$ cat src/rtl/gpam_testpat.sv
module gpam_testpat #(
  parameter int LANES    = 4,
  parameter int SYM_W    = 3,
  parameter int GAP_LEN  = 127,
  parameter int RUN_LEN  = 128,
  parameter int TAIL_LEN = 1024
) (
  input  logic                   clk,
  input  logic                   rst,
  input  logic                   en,
  output logic [LANES*SYM_W-1:0] lane_sym,
  output logic                   sym_valid,
  output logic                   period_start
);
  localparam int SLOT    = GAP_LEN + 1;
  localparam int IMP_END = 4 * SLOT;
  localparam int POS_END = IMP_END + RUN_LEN;
  localparam int NEG_END = POS_END + RUN_LEN;
  localparam int PERIOD  = NEG_END + TAIL_LEN;
  localparam int IDX_W   = $clog2(PERIOD);

  typedef logic signed [SYM_W-1:0] sym_t;
  localparam sym_t P2 = sym_t'(2);
  localparam sym_t P1 = sym_t'(1);
  localparam sym_t N1 = sym_t'(-1);
  localparam sym_t N2 = sym_t'(-2);
  localparam sym_t Z0 = sym_t'(0);

  logic [IDX_W-1:0] idx;
  sym_t             nxt;
  sym_t             lane_q [LANES];
  logic             live;

  assign live = en && !rst;

  always_comb begin
    int pos;
    pos = int'(idx);
    nxt = Z0;
    if (pos < IMP_END) begin
      if (pos % SLOT == 0) begin
        case (pos / SLOT)
          0:       nxt = P2;
          1:       nxt = N2;
          2:       nxt = P1;
          default: nxt = N1;
        endcase
      end
    end else if (pos < POS_END) begin
      nxt = P2;
    end else if (pos < NEG_END) begin
      nxt = N2;
    end
  end

  always_ff @(posedge clk) begin
    if (!live) begin
      idx          <= '0;
      sym_valid    <= 1'b0;
      period_start <= 1'b0;
      for (int k = 0; k < LANES; k++) lane_q[k] <= Z0;
    end else begin
      idx          <= (int'(idx) == PERIOD - 1) ? '0 : idx + 1'b1;
      sym_valid    <= 1'b1;
      period_start <= (idx == '0);
      for (int k = 0; k < LANES; k++) lane_q[k] <= nxt;
    end
  end

  for (genvar g = 0; g < LANES; g++) begin : g_lane
    assign lane_sym[g*SYM_W +: SYM_W] = lane_q[g];
  end


  valid_follows_en_chk: assert property (@(posedge clk) disable iff (rst)
    en |=> sym_valid);

  valid_drops_chk: assert property (@(posedge clk) disable iff (rst)
    !en |=> !sym_valid);

  idle_zero_chk: assert property (@(posedge clk) disable iff (rst)
    !sym_valid |-> (lane_sym == '0));

  start_level_chk: assert property (@(posedge clk) disable iff (rst)
    period_start |-> (sym_valid && lane_q[0] == P2));

  restart_marker_chk: assert property (@(posedge clk) disable iff (rst)
    (sym_valid && !$past(sym_valid)) |-> period_start);

  level_range_chk: assert property (@(posedge clk) disable iff (rst)
    sym_valid |-> (lane_q[0] >= N2 && lane_q[0] <= P2));

  single_marker_chk: assert property (@(posedge clk) disable iff (rst)
    period_start |=> !period_start);
endmodule

$ cat config.mk
export PLATFORM = sky130hd
export DESIGN_NAME = gpam_testpat
export DESIGN_NICKNAME = d
export VERILOG_FILES = /design/src/rtl/gpam_testpat.sv
export SDC_FILE = /design/constraint.sdc
export NUM_CORES = 1
export LEC_CHECK = 0
export BUFFER_PORTS_ARGS = -buffer_cell sky130_fd_sc_hd__buf_2
export CAP_MARGIN = 20
export CELL_PAD_IN_SITES_DETAIL_PLACEMENT = 0
export CELL_PAD_IN_SITES_GLOBAL_PLACEMENT = 2
export CORE_UTILIZATION = 30
export CTS_CLUSTER_DIAMETER = 80
export DETAILED_ROUTE_END_ITERATION = 10
export MAX_ROUTING_LAYER = met4
export PLACE_DENSITY_LB_ADDON = 0.1
export SYNTH_ARGS = -nofsm -noshare
export SYNTH_HDL_FRONTEND = slang
export SYNTH_SLANG_ARGS = --single-unit
$ cat constraint.sdc
create_clock -name clk -period 1.6 [get_ports clk]
set_input_delay 0.08 -clock clk [delete_from_list [all_inputs] [get_ports clk]]
set_output_delay 0.08 -clock clk [all_outputs]
set_load 0.01 [all_outputs]
==> results.toml <==
[pwr]
cellLeakagePower_nw = 0.340
combPwrFrac = 0.052
clkPwrFrac = 0.378
power_density_nw_per_um2 = 863
power_switching_mw = 0.157
swShare = 0.219
power_frac_seq = 0.570
vdd_ir_drop_max_uv = 379
p_int_mw = 0.560

[status]
outcome = "finished, final reports clean"

[global_route]
grt.total_usage = 0.121
antenna_found_initial = 0
grt_pass1_vias = 562
grt_pass1_wl_mm = 2.27
grt-ovfl-total = 0
grt_max_degree = 10
grtUsageMet1 = 0.129
busiest_layer = "met2"
grt_use_met3 = 0.0268
grtUsageMet2 = 0.197

[timing]
setup_violations = 0
drv_slew = 0
max_freq_mhz = 682
rsz0062_at_grt = "false"
slew_headroom = 0.786
finalCriticalPeriod_ns = 1.47
fin_tns_setup_ns = 0
period_share = 0.916
fin_skew_ns = 0.00142
hold_viol_final = 0
fin_ws_ns = 0.134
worst_pin_slew_ns = 0.317
holdWs_ns = 0.0645

[critical_path]
required_ns = 1.83
rrSetupSlack_ns = 0.13
crit_type = "reg -> reg"
crit_path_start = "idx[0]"
cp_max_fo = 5
arrival_ns = 1.69
critPathCaptureType = "flip-flop"
cp-start-kind = "flip-flop"
cp_slowest_cell = "or4_1"
worstPathCellList = "ha_1 -> nand4_1 -> or4_1 -> a21oi_1"
max_stage_delay_ns = 0.44
path_buf_inv = 0
crit_family = "simple AND/OR/NAND/NOR gates"
reg2reg_from = "idx[0]"

[die]
dieArea_um2 = 2640
placementRows = 17
coreArea_um2 = 2250
die_w_um = 51.4
ios = 17
die_y_um = 51.4
initial_core_util = 0.325

[clock_tree]
cts_tree = "built"
cts-hold-fix-buffers = 0
clk_path_buf_depth = 2
cts_inserted_buffers = 3
ctsRootBufferMaster = "clkbuf_4"
htreeDepth = 1
clk_latency_ns = 0.29
clk_pin_slew_ns = 0.10
postCtsSetupRepairBufs = 0
clock-sinks = 16
ctsResizeCount = 0

[synthesis]
ys.warnings.count = 0
synth_cell_types = 24
synth_seq_cells = 16
synth-compound-area-share = 0.145
syn_nets = 83
synth_top_family_by_area = "simple AND/OR/NAND/NOR gates"
syn_inst = 78
synth_xor_area_frac = 0.0359
synthAdderAreaFrac = 0.0342
synth_area_um2 = 732
synthSimpleGateAreaFrac = 0.219
avgSynthCellArea_um2 = 9.38
ys_seq_area_frac = 0.438
synth.mux.area_fraction = 0

[routing]
drt-initial-drc-count = 9
ant_nets = 0
drc = 0
via_per_inst = 4.87
wl_per_cell_um = 10.8
vias = 579
detail_route.first_pass.iterations = 4
wirelength_mm = 1.28

[worst_hold_path]
hp-start = "en"
hp-class = "in -> reg"

[place]
gp_congestion = 0.680
place_ws_ns = 0.160
port_buffers = 16
hpwl_um = 922
dpl_cell_area_um2 = 795

[finish]
fillers = 247
final_cell_area_um2 = 831
area_growth_pct = 13.5
antenna_cells = 0
drive_gt1_frac = 0.286
final_nets = 97
utilization = 0.368

[flow_run]
drv_cap = 0
## registers in the layout, indices dropped and copies added (netlist names)
signal        flops
sym_valid         1
period_start      1
lane_q            3
idx              11
## routing by layer
metal  part of all wire  vias up
met1               0.47      263
met2               0.46       20
li1                   -      292
met4              0.026        0
met5                  0        -
met3              0.048        4
## cells in the mapped netlist (all sizes together)
library cell  number  share of area
o21ai              5          0.034
or4                2          0.021
nor2               6          0.031
nand2b             1         0.0086
or3                4          0.038
dfxtp             16           0.44
nand2              1         0.0051
inv                7          0.036
nor4               1         0.0086
nand3              4          0.027
buf                9          0.092
a2bb2oi            1          0.012
a21oi              6          0.041
nand4              4          0.055
o41ai              1          0.038
nor3               2          0.014
nor4b              1          0.012
xor2               1          0.012
ha                 2          0.034
a21boi             1          0.010
xnor2              2          0.024
o31ai              1          0.010
## power groups by stage
stage	combinational [mW]	clock, mW	sequential, mW
2_1_floorplan	0.0249	0	0.421
3_3_place_gp	0.0382	0	0.418
3_5_place_dp	0.0376	0	0.418
4_1_cts	0.0377	0.283	0.409
5_1_grt	0.0430	0.298	0.410
6_report	0.0369	0.271	0.409
## logic make-up (layout without fill, tap and decap cells)
kind of cell             count (synthesis)  count (layout)
buffers and inverters                   16              29
flip-flops                              16              16
AO/OA/AOI/OAI                           15              15
AND/OR/NAND/NOR                         26              26
XOR/XNOR                                 3               3
adder cells (fa/ha/maj)                  2               2
## cells in the final DEF, fill, tap and decap left out, drive strengths merged
master,synthesis,routed
nor3,2,2
or3,4,4
a21boi,1,1
nor4b,1,1
nand2,1,1
a21oi,6,6
o31ai,1,1
nor2,6,6
nand4,4,4
xor2,1,1
nand2b,1,1
inv,7,7
dfxtp,16,16
xnor2,2,2
buf,9,18
or4,2,2
nor4,1,1
o21ai,5,5
o41ai,1,1
clkbuf,0,4
nand3,4,4
a2bb2oi,1,1
ha,2,2
## worst paths after layout
| check | endpoint | cells past startpoint |
|---|---|---|
| min | idx[10] | 3 |
| max reg2reg | idx[10] | 4 |
| min reg2reg | idx[0] | 1 |
| max | idx[10] | 4 |
## layout make-up
type	instances	area [um^2]	share of cell area
timing repair buffer	18	95.1	0.114
inverter	7	26.3	0.0316
multi-input combinational	46	318	0.383
sequential	16	320	0.386
tap	28	35.0	0.0422
clock buffer	4	36.3	0.0437
## per-stage QoR
stage,power (mW),cells
6_report,0.717,119
5_1_grt,0.751,119
4_1_cts,0.730,119
3_5_place_dp,0.456,115
3_3_place_gp,0.456,115
2_1_floorplan,0.446,78
## tightest hold or removal path: stages
cell,delay (ns)
buf_2,0.09
nand2b_1,0.09
a21oi_1,0.05
Power figures use the tool's default switching activity.
